`src/rtl/tmr_pkg.sv`:
```
// Shared mode codes and helpers for the timer counter unit.
// Assumes a 3-bit waveform-mode field; unlisted codes count freely.
package tmr_pkg;
    localparam int unsigned MODE_W = 3;
    localparam logic [MODE_W-1:0] MODE_UPDN_MAX = 3'd1;
    localparam logic [MODE_W-1:0] MODE_MATCH_CLR = 3'd2;
    localparam logic [MODE_W-1:0] MODE_UPDN_CMP = 3'd5;

    typedef enum logic [1:0] {
        SEQ_FREE,
        SEQ_MATCH,
        SEQ_UPDN
    } seq_kind_e;

    // Map a mode code to its sequence family.
    function automatic seq_kind_e decode_mode(input logic [MODE_W-1:0] m);
        if (m == MODE_UPDN_MAX || m == MODE_UPDN_CMP) return SEQ_UPDN;
        if (m == MODE_MATCH_CLR) return SEQ_MATCH;
        return SEQ_FREE;
    endfunction
endpackage

```
`src/rtl/tmr_tick_sel.sv`:
```
// Picks one tick enable out of NSRC candidates.
// Select value 0 means stopped; value k routes source k-1.
// Assumes each source is a one-cycle pulse synchronous to clk.
module tmr_tick_sel #(
    parameter int unsigned NSRC  = 7,
    parameter int unsigned SEL_W = 3
) (
    input  logic [NSRC-1:0]  src_i,
    input  logic [SEL_W-1:0] sel_i,
    output logic             tick_o
);
    localparam int unsigned NSLOT = 1 << SEL_W;

    logic [NSLOT-1:0] slot;

    // Slot 0 is tied low; the rest carry sources, unused slots tied low.
    assign slot[0] = 1'b0;
    for (genvar g = 1; g < NSLOT; g++) begin : g_slot
        if (g <= NSRC) begin : g_used
            assign slot[g] = src_i[g-1];
        end else begin : g_spare
            assign slot[g] = 1'b0;
        end
    end

    // Route the selected slot to the tick output.
    always_comb begin
        tick_o = slot[sel_i];
    end
endmodule

```
`src/rtl/tmr_seq_ctrl.sv`:
```
// Next-state logic of the counter for one tick.
// Purely combinational; the caller decides whether a tick is applied.
// Assumes dir_i is only meaningful in the up/down family.
module tmr_seq_ctrl
    import tmr_pkg::*;
#(
    parameter int unsigned W = 8
) (
    input  logic [W-1:0]      cnt_i,
    input  logic              dir_i,
    input  logic [MODE_W-1:0] mode_i,
    input  logic [W-1:0]      cmp_i,
    output logic [W-1:0]      cnt_o,
    output logic              dir_o,
    output logic              wrap_o
);
    localparam logic [W-1:0] CNT_MAX = {W{1'b1}};
    localparam logic [W-1:0] CNT_ONE = {{(W-1){1'b0}}, 1'b1};

    seq_kind_e    kind;
    logic [W-1:0] top_v;
    logic         go_down;

    // Classify the mode and pick the turning point for up/down.
    always_comb begin
        kind  = decode_mode(mode_i);
        top_v = (mode_i == MODE_UPDN_CMP) ? cmp_i : CNT_MAX;
    end

    // Compute the post-tick count, direction and wrap event.
    always_comb begin
        cnt_o   = cnt_i + CNT_ONE;
        dir_o   = 1'b0;
        wrap_o  = 1'b0;
        go_down = 1'b0;
        unique case (kind)
            SEQ_FREE: begin
                wrap_o = (cnt_i == CNT_MAX);
            end
            SEQ_MATCH: begin
                if (cnt_i == cmp_i) cnt_o = '0;
                wrap_o = (cnt_i == CNT_MAX);
            end
            SEQ_UPDN: begin
                if (cnt_i == '0 && top_v == '0) begin
                    cnt_o = '0;
                end else begin
                    go_down = dir_i ? (cnt_i != '0) : (cnt_i >= top_v);
                    cnt_o   = go_down ? (cnt_i - CNT_ONE) : (cnt_i + CNT_ONE);
                    dir_o   = go_down;
                    wrap_o  = go_down && (cnt_i == CNT_ONE);
                end
            end
            default: begin
                cnt_o = cnt_i + CNT_ONE;
            end
        endcase
    end
endmodule

```
`src/rtl/tmr_ovf_flag.sv`:
```
// Sticky overflow flag: set by hardware, cleared by a write of one.
// A set in the same cycle as a clear wins.
module tmr_ovf_flag (
    input  logic clk,
    input  logic rst_n,
    input  logic set_i,
    input  logic clr_i,
    output logic flag_o
);
    // Update the flag with set priority over clear.
    always_ff @(posedge clk) begin
        if (!rst_n)     flag_o <= 1'b0;
        else if (set_i) flag_o <= 1'b1;
        else if (clr_i) flag_o <= 1'b0;
    end
endmodule

```
`src/rtl/tmr_count_unit.sv`:
```
// Bidirectional timer counter unit.
// Holds the count and direction, applies a selected tick through the
// sequence logic, lets a software count write override the tick, and
// keeps the overflow flag and interrupt request.
// Assumes tick sources are pulses synchronous to clk.
module tmr_count_unit
    import tmr_pkg::*;
#(
    parameter int unsigned W     = 8,
    parameter int unsigned NSRC  = 7,
    parameter int unsigned SEL_W = 3
) (
    input  logic              clk,
    input  logic              rst_n,
    input  logic [NSRC-1:0]   tick_src,
    input  logic [SEL_W-1:0]  clk_sel,
    input  logic [MODE_W-1:0] wave_mode,
    input  logic [W-1:0]      cmp_val,
    input  logic              cpu_wr_cnt,
    input  logic [W-1:0]      cpu_wdata,
    input  logic              flag_wr,
    input  logic              flag_wdata,
    input  logic              irq_en,
    output logic [W-1:0]      cnt_out,
    output logic              at_top,
    output logic              at_bottom,
    output logic              ovf_flag,
    output logic              irq
);
    localparam logic [W-1:0] CNT_MAX = {W{1'b1}};

    logic         tick_act;
    logic [W-1:0] cnt_q;
    logic         dir_q;
    logic [W-1:0] nxt_cnt;
    logic         nxt_dir;
    logic         wrap_evt;
    logic         ovf_set;
    logic         updn_mode;

    tmr_tick_sel #(
        .NSRC (NSRC),
        .SEL_W(SEL_W)
    ) u_tick (
        .src_i (tick_src),
        .sel_i (clk_sel),
        .tick_o(tick_act)
    );

    tmr_seq_ctrl #(
        .W(W)
    ) u_seq (
        .cnt_i (cnt_q),
        .dir_i (dir_q),
        .mode_i(wave_mode),
        .cmp_i (cmp_val),
        .cnt_o (nxt_cnt),
        .dir_o (nxt_dir),
        .wrap_o(wrap_evt)
    );

    // A tick only counts when no software write claims the cycle.
    always_comb begin
        updn_mode = (decode_mode(wave_mode) == SEQ_UPDN);
        ovf_set   = tick_act && !cpu_wr_cnt && wrap_evt;
    end

    // Count register: software write first, then tick.
    always_ff @(posedge clk) begin
        if (!rst_n)               cnt_q <= '0;
        else if (cpu_wr_cnt)      cnt_q <= cpu_wdata;
        else if (tick_act)        cnt_q <= nxt_cnt;
    end

    // Direction register: upward outside the up/down family.
    always_ff @(posedge clk) begin
        if (!rst_n)                          dir_q <= 1'b0;
        else if (!updn_mode)                 dir_q <= 1'b0;
        else if (tick_act && !cpu_wr_cnt)    dir_q <= nxt_dir;
    end

    tmr_ovf_flag u_flag (
        .clk   (clk),
        .rst_n (rst_n),
        .set_i (ovf_set),
        .clr_i (flag_wr && flag_wdata),
        .flag_o(ovf_flag)
    );

    // Status and interrupt outputs.
    always_comb begin
        cnt_out   = cnt_q;
        at_top    = (cnt_q == CNT_MAX);
        at_bottom = (cnt_q == '0);
        irq       = ovf_flag && irq_en;
    end
endmodule

```
`config.mk`:
```
export PLATFORM = sky130hd
export DESIGN_NAME = tmr_count_unit
export DESIGN_NICKNAME = d
export VERILOG_FILES = /design/src/rtl/tmr_pkg.sv /design/src/rtl/tmr_tick_sel.sv /design/src/rtl/tmr_seq_ctrl.sv /design/src/rtl/tmr_ovf_flag.sv /design/src/rtl/tmr_count_unit.sv
export SDC_FILE = /design/constraint.sdc
export NUM_CORES = 1
export LEC_CHECK = 0
export BUFFER_PORTS_ARGS = -buffer_cell sky130_fd_sc_hd__buf_4
export CAP_MARGIN = 10
export CORE_MARGIN = 2
export CORE_UTILIZATION = 35
export DETAILED_ROUTE_END_ITERATION = 8
export SLEW_MARGIN = 20
export SYNTH_ARGS = -nofsm -noshare
export SYNTH_HDL_FRONTEND = slang
export SYNTH_SLANG_ARGS = --single-unit
```
`constraint.sdc`:
```
create_clock -name clk -period 6.7 [get_ports clk]
set_input_delay 1.34 -clock clk [delete_from_list [all_inputs] [get_ports clk]]
set_output_delay 1.34 -clock clk [all_outputs]
set_load 0.02 [all_outputs]
```
# --- Yosys cells after proc, flatten, opt, wreduce, memory -nomap -nowiden ---
# Index checks and enable logic that the tools add are counted.
word_totals:
  register_bits: 10
  inputBits: 35
  output_inout_bits: 12
  word_cells: 53
classes:
  add_sub_neg: 2
  n_lt_le_gt_ge: 2
  eq_ne: 8
  mux: 22
  n_reduce_logical: 16
ops:
  columns: ["operator", "n"]
  rows:
  - ["8-bit 2-to-1 mux", 6]
  - ["8-bit zero test", 2]
  - ["8-bit case mux with 2 select lines", 1]
  - ["1-bit 2-to-1 mux", 9]
  - ["8-bit by 1-bit adder with 8-bit output (second input constant)", 1]
  - ["8-bit by 1-bit == test with 1-bit output (second input constant)", 1]
  - ["8-bit == test", 1]
  - ["8-bit == test (second input constant)", 1]
  - ["8-bit >= comparator", 1]
  - ["2-bit 2-to-1 mux", 4]
  - ["8-bit nonzero test", 1]
  - ["8-bit by 1-bit subtractor with 8-bit output (second input constant)", 1]
  - ["1-bit logical AND", 6]
  - ["3-bit by 4-bit < comparator with 1-bit output (second input constant)", 1]
  - ["2-bit nonzero test", 2]
  - ["1-bit binary-select mux with 3-bit select", 1]
  - ["3-bit by 1-bit == test with 1-bit output (second input constant)", 1]
  - ["3-bit by 2-bit == test with 1-bit output (second input constant)", 1]
  - ["3-bit == test (second input constant)", 1]
  - ["2-bit by 1-bit == test with 1-bit output (second input constant)", 1]
  - ["2-bit == test (second input constant)", 1]
  - ["2-bit zero test", 1]
  - ["1-bit case mux with 2 select lines", 1]
  - ["2-bit AND reduction", 1]
  - ["other kinds (3)", 3]

# --- Depth between registers and ports, before layout ---
# Gate-level depths: netlist of run 1.
depth:
  word_depth: 11
  mapped_depth: 11
  mapped_depth_nobuf: 10

# --- Cells and area by module ---
# Synthesis of run 1 repeated with hierarchy kept, for this count alone.
hier_totals:
  hier_cells: 170
  area_unflattened_um2: 1387.6
modules_own_cells:
  columns: ["module", "n_inst", "cells_each", "area_per_inst_um2", "seq_area_each_um2"]
  rows:
  - ["tmr_seq_ctrl", 1, 113, 842.1, 0.0]
  - ["tmr_count_unit", 1, 49, 440.4, 180.2]
  - ["tmr_tick_sel", 1, 5, 63.8, 0.0]
  - ["tmr_ovf_flag", 1, 3, 41.3, 20.0]

# --- Worst setup path after synthesis of run 1 ---
# Ideal clock, no wire load.
synth_timing:
  kind: "in2reg"
  from: "input wave_mode[1]"
  to: "register cnt_q[3], in the netlist cnt_out[3]"
  setup_time_ns: 0.122
  arrival_time_ns: 3.699
  t_required_ns: 6.578
  path_slack_ns: 2.880
  cell_stages: 11
  path_buffers: 1
  path_cell_list: "nand3b_1 or2_2 ha_1 nand2b_1 a2111oi_0 a2111oi_0 o21ai_0 nand2b_1 clkbuf_1 nor3_1 o31a_2"
synth_via:
  elab_chain_cells: 9
  word_cells_on_any_way: 22
  classes_between: "1 x order compare; 5 x eq/ne; 13 x mux; 3 x reduce/logical"
synth_rtl:
  columns: ["item", "line_no", "rtl"]
  rows:
  - ["from (decl)", "tmr_count_unit.sv:17", "input logic [MODE_W-1:0] wave_mode,"]
  - ["3-bit == test or 3-bit by 2-bit == test with 1-bit output (tied branches)", "tmr_pkg.sv:17, tmr_seq_ctrl.sv:27, tmr_pkg.sv:18", null]
  - ["8-bit 2-to-1 mux or 1-bit 2-to-1 mux (tied branches)", "tmr_seq_ctrl.sv:27, tmr_pkg.sv:18", null]
  - ["8-bit >= comparator or 1-bit 2-to-1 mux (tied branches)", "tmr_seq_ctrl.sv:48, tmr_pkg.sv:18", null]
  - ["1-bit 2-to-1 mux or 2-bit 2-to-1 mux (tied branches)", "tmr_seq_ctrl.sv:48, tmr_pkg.sv:19", null]
  - ["8-bit 2-to-1 mux or 2-bit 2-to-1 mux (tied branches)", "tmr_seq_ctrl.sv:49, tmr_pkg.sv:18", null]
  - ["8-bit 2-to-1 mux (tied with other cells)", "tmr_seq_ctrl.sv:45", "if (cnt_i == '0 && top_v == '0) begin"]
  - ["8-bit case mux with 2 select lines *", "tmr_seq_ctrl.sv:36", "unique case (kind)"]
  - ["8-bit 2-to-1 mux *", "tmr_count_unit.sv:72", "else if (tick_act) cnt_q <= nxt_cnt;"]
  - ["8-bit 2-to-1 mux *", "tmr_count_unit.sv:71", "else if (cpu_wr_cnt) cnt_q <= cpu_wdata;"]
  - ["to (signal assigned)", "tmr_count_unit.sv:71", null]
  - ["to (signal assigned)", "tmr_count_unit.sv:72", null]
  - ["to (decl)", "tmr_count_unit.sv:33", "logic [W-1:0] cnt_q;"]
# Every way passes the cells marked *; elsewhere a longest branch is shown, timed or not. The select of a mux whose other input is x is not followed.
# A chain may end at the register's enable or synchronous reset.

# --- Final worst setup path of run 1 ---
layout_timing:
  from: "input wave_mode[1]"
  to: "register cnt_q[2], in the netlist cnt_out[2]"
# The elaborated chain is that of the path after synthesis.

==> metrics.txt, run 1 <==
Post-Syn Nets=209; WL per Instance=14.03 um; clock-pin slew on the worst setup and hold paths=80 ps; clk root buf=clkbuf_4; Most common cell on crit path=a2111oi_0; core area=3363 um^2; Setup TNS=0 ps; CTS Sinks=10; most frequent cells in the layout=buf_4 (46), nor2_1 (17), nand2_1 (15); Fin. Hold Viols=0; Worst Max-Slew Pin Slew=593.0 ps; Setup Fix Bufs, Post-CTS=0; Worst R2R Setup Slack=3930 ps; initial cell density of the core=36.53%; slowest CP cell=a2111oi_0; CP Data Arrival Time=4070 ps; final WL=3.480 mm; hold bufs inserted after CTS=0; IO buf count=46; CP Capture Type=flip-flop; row count=21; HP Class=flip-flop to flip-flop; Syn Area/Cell=7.584 um^2; commonest non-fill, non-tap cell in the layout=buf_4; CTS tree=built; final setup skew=7.217 ps; final setup fails=0; mapped cell area=around 1200 um^2; n_diodes=0; Crit path largest cell delay=around 400 ps; Max Fanout on Critical Path=8; worst setup margin=2846 ps; Max Slew Vio Count=0; Yosys cell types=41; aggregate global-route resource usage=between 10% and 20%; worst r2r dst=cnt_out[2]; clk buf depth=2; hold path endpoint=u_flag.flag_o; share of layout cells above drive strength 1=29.21%; DRT Pass-1 Iters=4; routability congestion estimate=0.8921; status=finished clean; fin cells=248; ANT nets after route=0; Die Area=4001 um^2; post-CTS sizing=0; Max-slew headroom=60.42%; cell area after layout=1628 um^2; Crit Path Class=input port to flip-flop; busiest grt layer=met2; Mapped Cells=162; Nets=250; critical path required time=approximately 6900 ps; sequential element share of the synthesized area=between 10% and 20%; DP Wirelength=2.867 mm; number of synthesized register bits=10; VDD IR-drop max=82.41 uV; register area=200.2 um^2; Hold Startpoint=u_flag.flag_o; vias in the first global route=between 1000 and 1500; met3 Track Usage GR=between 2 and 3%; total CTS buffers=3; Place WS=~2600 ps; leakage power=0.7024 nW; initial antenna violation count=0; hold depth=2; fillers=343; Warnings, synthesis=0; total gr overflow=0; Tmin final=just under 4000 ps; unrepaired setup endpoints after global routing=false; final critical-path share of the clock period=57.53%; Total Power=roughly 0.23 mW; drt via density=5.456; Area after DPL=around 1600 um^2; Max-Cap Viols=0; Die Wd=about 63 um; I/O pins=47; met1 GRT Util=between 20% and 30%; die height=between 60 and 70 um; Peak Freq=259.5 MHz; DRC viols=0; via count=1353; DP Cell Count=244; type of origin of the critical path=input port; largest net degree at the start of global routing=15; met2 usage=31.78%; H-tree Lvls=1; multi-input logic area=around 970 um^2; DR iter-0 viols=64; global-route wire length before repair=5.996 mm; origin of the critical flop-to-flop path=cnt_out[0]; area growth from synthesis to layout=32.48%; later-pin clock latency in the skew report=between 200 and 300 ps; R2R cell count=9; PwrDens=139.8 nW/um^2; Cell Chain, Critical Path=buf_4 -> nand3b_1 -> or2_2 -> ha_1 -> nand2b_1 -> a2111oi_0 -> a2111oi_0 -> o21ai_0 -> a21boi_1 -> a2111oi_0 -> o31a_1
## where the power goes
group          internal [mW]  leakage [nW]  total, mW  switching [mW]
registers             0.0639        0.0826     0.0793          0.0154
clock network         0.0330        0.0210     0.0564          0.0234
logic                 0.0480         0.599     0.0919          0.0439
total                  0.145         0.702      0.228          0.0827
## cells by family (layout without fill, tap and decap cells)
| family | count (synthesis) | after routing | share of synthesized area, % |
|---|---|---|---|
| multiplexers | 5 | 5 | 5.193 |
| XOR/XNOR | 18 | 18 | 12.83 |
| AND/OR/NAND/NOR | 70 | 70 | 29.43 |
| flip-flops | 10 | 10 | 16.29 |
| AO/OA/AOI/OAI | 33 | 33 | 19.55 |
| adder cells (fa/ha/maj) | 12 | 12 | 12.22 |
| buffers and inverters | 14 | 54 | 4.480 |
## how the worst max path moves through the flow
stage                             from         end  slack [ps]
final                     wave_mode[1]  cnt_out[2]        2850
after global routing      wave_mode[1]  cnt_out[2]        2410
after CTS                 wave_mode[1]  cnt_out[2]        2840
after detailed placement  wave_mode[1]  cnt_out[3]        2570
after global placement    wave_mode[1]  cnt_out[3]        2600
after floorplan           wave_mode[1]  cnt_out[3]        2880
## cells in the mapped netlist
master | n | area, um^2
o221a_2 | 3 | 33.78
or2_2 | 1 | 6.260
inv_1 | 3 | 11.26
o221ai_1 | 4 | 35.03
a2111oi_0 | 3 | 26.28
xor2_1 | 10 | 87.58
nand4_1 | 2 | 12.51
xnor2_1 | 8 | 70.07
mux4_2 | 1 | 22.52
and2_1 | 1 | 6.260
nor2_1 | 17 | 63.81
clkbuf_1 | 8 | 30.03
or4_1 | 1 | 7.510
and2_4 | 1 | 8.760
a2bb2oi_1 | 1 | 8.760
nand2_1 | 15 | 56.30
mux2_2 | 1 | 11.26
nor3b_1 | 2 | 15.01
o21ai_0 | 9 | 45.04
buf_2 | 2 | 10.01
a221oi_1 | 1 | 8.760
a211oi_1 | 2 | 15.01
nor3_2 | 1 | 10.01
o31a_1 | 2 | 17.52
nand3_1 | 5 | 25.02
a21boi_1 | 1 | 7.510
mux2i_1 | 3 | 30.03
o31a_2 | 1 | 10.01
clkinv_1 | 1 | 3.750
and4_1 | 4 | 35.03
o22ai_1 | 1 | 6.260
a21oi_1 | 4 | 20.02
nand3b_1 | 1 | 7.510
nand2b_1 | 5 | 31.28
dfxtp_1 | 10 | 200.2
nor2b_1 | 2 | 12.51
a31oi_1 | 1 | 6.260
nor3_1 | 9 | 45.04
and3_1 | 1 | 6.260
ha_1 | 12 | 150.1
nor4_1 | 2 | 12.51
## routing by layer
metal	part of all wire, %	vias to the layer above
li1	-	672
met1	43	613
met2	47	59
met3	8.4	9
met4	2.2	0
met5	0	-
## area by class of cell
| class | count | share of cell area [%] |
|---|---|---|
| Tap cell | 46 | 3.536 |
| Clock buffer | 4 | 2.229 |
| Multi-Input combinational cell | 138 | 59.80 |
| Sequential cell | 10 | 12.30 |
| Timing Repair Buffer | 46 | 21.21 |
| Inverter | 4 | 0.9224 |
## state kept, by name, summed over array words and instances, names as in the netlist
register and flops:
cnt_out 8, dir_q 1, u_flag.flag_o 1
## worst max-delay path: cells and delay by family
kind | cells | cell delay [ps]
fa+ha+maj | 1 | 260
buf+inv | 1 | 120
simple gates | 3 | 780
compound gates | 6 | 1580
## stage by stage
step	hold slack (ps)	util [%]
6_report	496.0	48.40
5_1_grt	531.1	48.40
4_1_cts	500.3	48.40
3_5_place_dp	490.0	47.32
3_3_place_gp	480.8	47.32
2_1_floorplan	497.1	-
(Power assumes the default switching activity.)
==> run 2, diff against run 1 <==
Clock period 6.7 ns to 3.9 ns, I/O delays scaled along.
==> metrics.txt, run 2 (same netlist as run 1, synthesis figures left out) <==
clk buf depth=2; DRT Pass-1 Iters=4; worst r2r dst=cnt_out[2]; commonest non-fill, non-tap cell in the layout=buf_4; critical path required time=4110 ps; post-CTS sizing=0; type of origin of the critical path=input port; aggregate global-route resource usage=19.25%; max FFs per register=8; core area=roughly 3400 um^2; Peak Freq=between 300 and 400 MHz; area growth from synthesis to layout=33.10%; Area after DPL=1599 um^2; Die Area=4001 um^2; Tmin final=about 3200 ps; worst setup margin=~670 ps; clk root buf=clkbuf_4; global-route wire length before repair=around 6.2 mm; final critical-path share of the clock period=roughly 83%; Die Wd=63.25 um; Max Fanout on Critical Path=7; CP Capture Type=flip-flop; drt via density=5.514; final WL=3.688 mm; HP Class=flip-flop to flip-flop; CTS tree=built; initial antenna violation count=0; later-pin clock latency in the skew report=roughly 270 ps; final setup skew=between 1 and 1.5 ps; DP Wirelength=2.877 mm; Fin. Hold Viols=0; CP Data Arrival Time=~3400 ps; share of layout cells above drive strength 1=29.56%; CP startpoint=wave_mode[1]; Place WS=413.7 ps; Max-slew headroom=61.38%; CTS Sinks=10; Nets=251; n_diodes=0; status=finished clean; vias in the first global route=1311; Crit Path Class=input port to flip-flop; Setup Fix Bufs, Post-CTS=0; R2R cell count=9; initial cell density of the core=36.53%; die height=63.25 um; DR iter-0 viols=66; final setup fails=0; clock-pin slew on the worst setup and hold paths=roughly 70 ps; ANT nets after route=0; PwrDens=239.9 nW/um^2; IO buf count=46; cell area after layout=1635 um^2; total gr overflow=0; Setup TNS=0 ps; most frequent cells in the layout=buf_4 (47), nor2_1 (17), nand2_1 (15); hold bufs inserted after CTS=0; via count=~1400; Max-Cap Viols=0; crit path capture=cnt_out[2]; I/O pins=between 40 and 50; DRC viols=0; total CTS buffers=3; Worst Max-Slew Pin Slew=~580 ps; WL per Instance=between 10 and 15 um; unrepaired setup endpoints after global routing=false; routability congestion estimate=approximately 0.84; largest net degree at the start of global routing=15; row count=21; Max Slew Vio Count=0; leakage power=between 0.7 and 0.8 nW; H-tree Lvls=1; Worst R2R Setup Slack=1000 ps; VDD IR-drop max=about 130 uV; origin of the critical flop-to-flop path=cnt_out[0]
-- run 2: per-layer routing --
layer | up-vias | global-route usage [%] | part of all wire (%)
met3 | 4 | 2.857 | 6.7
met5 | - | 0 | 0
met1 | 638 | 24.75 | 43
met4 | 0 | 4.348 | 0.65
li1 | 676 | - | -
met2 | 55 | 33.91 | 50
-- run 2: how the worst min path moves through the flow --
stage / start / endpoint / slack, ps / cells past startpoint
global placement: u_flag.flag_o / u_flag.flag_o / 480 / 2
CTS: u_flag.flag_o / u_flag.flag_o / 510 / 2
global route: u_flag.flag_o / u_flag.flag_o / 540 / 2
detailed placement: u_flag.flag_o / u_flag.flag_o / 500 / 2
floorplan: dir_q / dir_q / 500 / 2
finish: u_flag.flag_o / u_flag.flag_o / 500 / 2
-- run 2: per-stage QoR --
step                      power (mW)  hold slack (ps)  cells  utilization [%]
after floorplan               0.2316            497.1    162                -
after global placement        0.2948            480.5    245            47.54
after detailed placement      0.2983            497.8    245            47.54
after CTS                     0.3941            507.2    249            48.62
after global routing          0.4187            541.0    249            48.62
final                         0.3923            500.0    249            48.62
-- run 2: critical path, cell delays in order --
cell,delay (ps)
buf_4,120
nand3b_1,180
or2_2,300
ha_1,270
nand2b_1,140
a2111oi_0,370
a2111oi_0,110
o21ai_0,300
a21boi_1,240
a2111oi_0,440
o31a_1,210
-- run 2: cell type report --
class	instances	area, um^2
fill	360	1728
multi-input combinational	138	973.4
timing repair buffer	47	352.8
sequential	10	200.2
tap	46	57.56
clock buffer	4	36.28
inverter	4	15.01
-- run 2: where the power goes --
group	switching (mW)	leakage, nW	internal (mW)
Sequential	0.0277	0.0826	0.110
Combinational	0.0771	0.603	0.0829
Clock	0.0382	0.0210	0.0567
==> run 3, diff against run 2 <==
Clock period 3.9 ns to 3.22 ns, I/O delays scaled along.
==> metrics.txt, run 3 (same netlist as run 1, synthesis figures left out) <==
DP Cell Count=250; final critical-path share of the clock period=90.13%; type of origin of the critical path=input port; DP Wirelength=~3.0 mm; most frequent cells in the layout=buf_4 (52), nor2_1 (17), nand2_1 (15); hold bufs inserted after CTS=0; post-CTS sizing=0; Crit path largest cell delay=360 ps; CP Capture Type=flip-flop; fillers=370; drt via density=5.455; HP Class=flip-flop to flip-flop; die height=roughly 63 um; Die Area=4001 um^2; unrepaired setup endpoints after global routing=false; DRC viols=0; vias in the first global route=approximately 1300; via count=1380; clk buf depth=2; IO buf count=46; Max-slew headroom=between 60 and 70%; ANT nets after route=0; hold depth=2; H-tree Lvls=1; CTS tree=built; status=finished clean; Crit Path Class=input port to flip-flop; routability congestion estimate=0.8830; Cell Chain, Critical Path=buf_4 -> nand3b_1 -> or2_2 -> ha_1 -> nand2b_1 -> a2111oi_0 -> a2111oi_0 -> o21ai_0 -> nand2b_1 -> buf_4 -> a2bb2oi_1 -> o21ai_0; Max Slew Vio Count=0; Worst Max-Slew Pin Slew=534.3 ps; total CTS buffers=3; final WL=approximately 3.8 mm; initial antenna violation count=0; largest net degree at the start of global routing=14; VDD IR-drop max=158.8 uV; Tmin final=2902 ps; I/O pins=47; Peak Freq=344.6 MHz; row count=21; Nets=roughly 260; max FFs per register=8; n_diodes=0; Setup TNS=0 ps; area growth from synthesis to layout=35.13%; slowest CP cell=a2111oi_0; Die Wd=63.25 um; fin cells=253; total gr overflow=0; CP Data Arrival Time=3050 ps; WL per Instance=14.86 um; aggregate global-route resource usage=19.19%; leakage power=0.7243 nW; commonest non-fill, non-tap cell in the layout=buf_4; DR iter-0 viols=62; CTS Sinks=10; share of layout cells above drive strength 1=30.92%; Max Fanout on Critical Path=5; initial cell density of the core=36.53%; clk root buf=clkbuf_4; final setup skew=about 9.8 ps; later-pin clock latency in the skew report=270 ps; Fin. Hold Viols=0; R2R cell count=8; Setup Fix Bufs, Post-CTS=0; global-route wire length before repair=between 6 and 7 mm; Max-Cap Viols=0; PwrDens=~270 nW/um^2; core area=3363 um^2; final setup fails=0; clock-pin slew on the worst setup and hold paths=60 ps; DRT Pass-1 Iters=4; critical path required time=between 3000 and 4000 ps
==> run 3: routing by layer <==
layer  up-vias  global-route usage, %  part of all wire, %
met1       648                  23.58                   45
met2        45                  35.24                   48
li1        682                      -                    -
met4         0                  5.707                  1.3
met3         5                  1.786                  4.9
met5         -                      0                    0
==> run 3: worst max-delay path: cells and delay by family <==
kind | cells | cell delay (ps)
buffers and inverters | 2 | 290
adder cells (fa/ha/maj) | 1 | 270
AND/OR/NAND/NOR | 4 | 850
AO/OA/AOI/OAI | 5 | 980
==> run 3: worst paths after layout <==
kind / start / end / slack [ps]
setup / recovery: wave_mode[1] / u_flag.flag_o / 320
hold / removal: u_flag.flag_o / u_flag.flag_o / 500
setup reg to reg: cnt_out[5] / cnt_out[3] / 720
hold reg to reg: u_flag.flag_o / u_flag.flag_o / 500
==> run 3: report_power, final <==
group,total (mW),leakage (nW),switching [mW],internal (mW)
registers,0.160,0.0826,0.0266,0.133
clock network,0.0876,0.0138,0.0444,0.0432
logic,0.207,0.628,0.102,0.105
total,0.454,0.724,0.173,0.281
==> run 3: metrics by stage <==
step | worst slack (ps) | hold WS, ps | power (mW) | util [%] | area (um^2)
floorplan | 95.52 | 497.1 | 0.2805 | - | 1229
finish | 317.9 | 498.1 | 0.4544 | 49.37 | 1660
global route | 45.45 | 539.2 | 0.4861 | 49.37 | 1660
CTS | 336.6 | 508.9 | 0.4535 | 49.33 | 1659
detailed placement | 75.75 | 500.4 | 0.3672 | 48.66 | 1637
global placement | 106.5 | 479.3 | 0.3632 | 48.66 | 1637
==> run 3: final cells by class <==
| class | count | area, um^2 | share of cell area, % |
|---|---|---|---|
| Sequential cell | 10 | 200.2 | 12.06 |
| Inverter | 4 | 15.01 | 0.9043 |
| Timing Repair Buffer | 52 | 390.4 | 23.51 |
| Multi-Input combinational cell | 138 | 974.7 | 58.70 |
| Clock buffer | 3 | 22.52 | 1.356 |
| Tap cell | 46 | 57.56 | 3.466 |
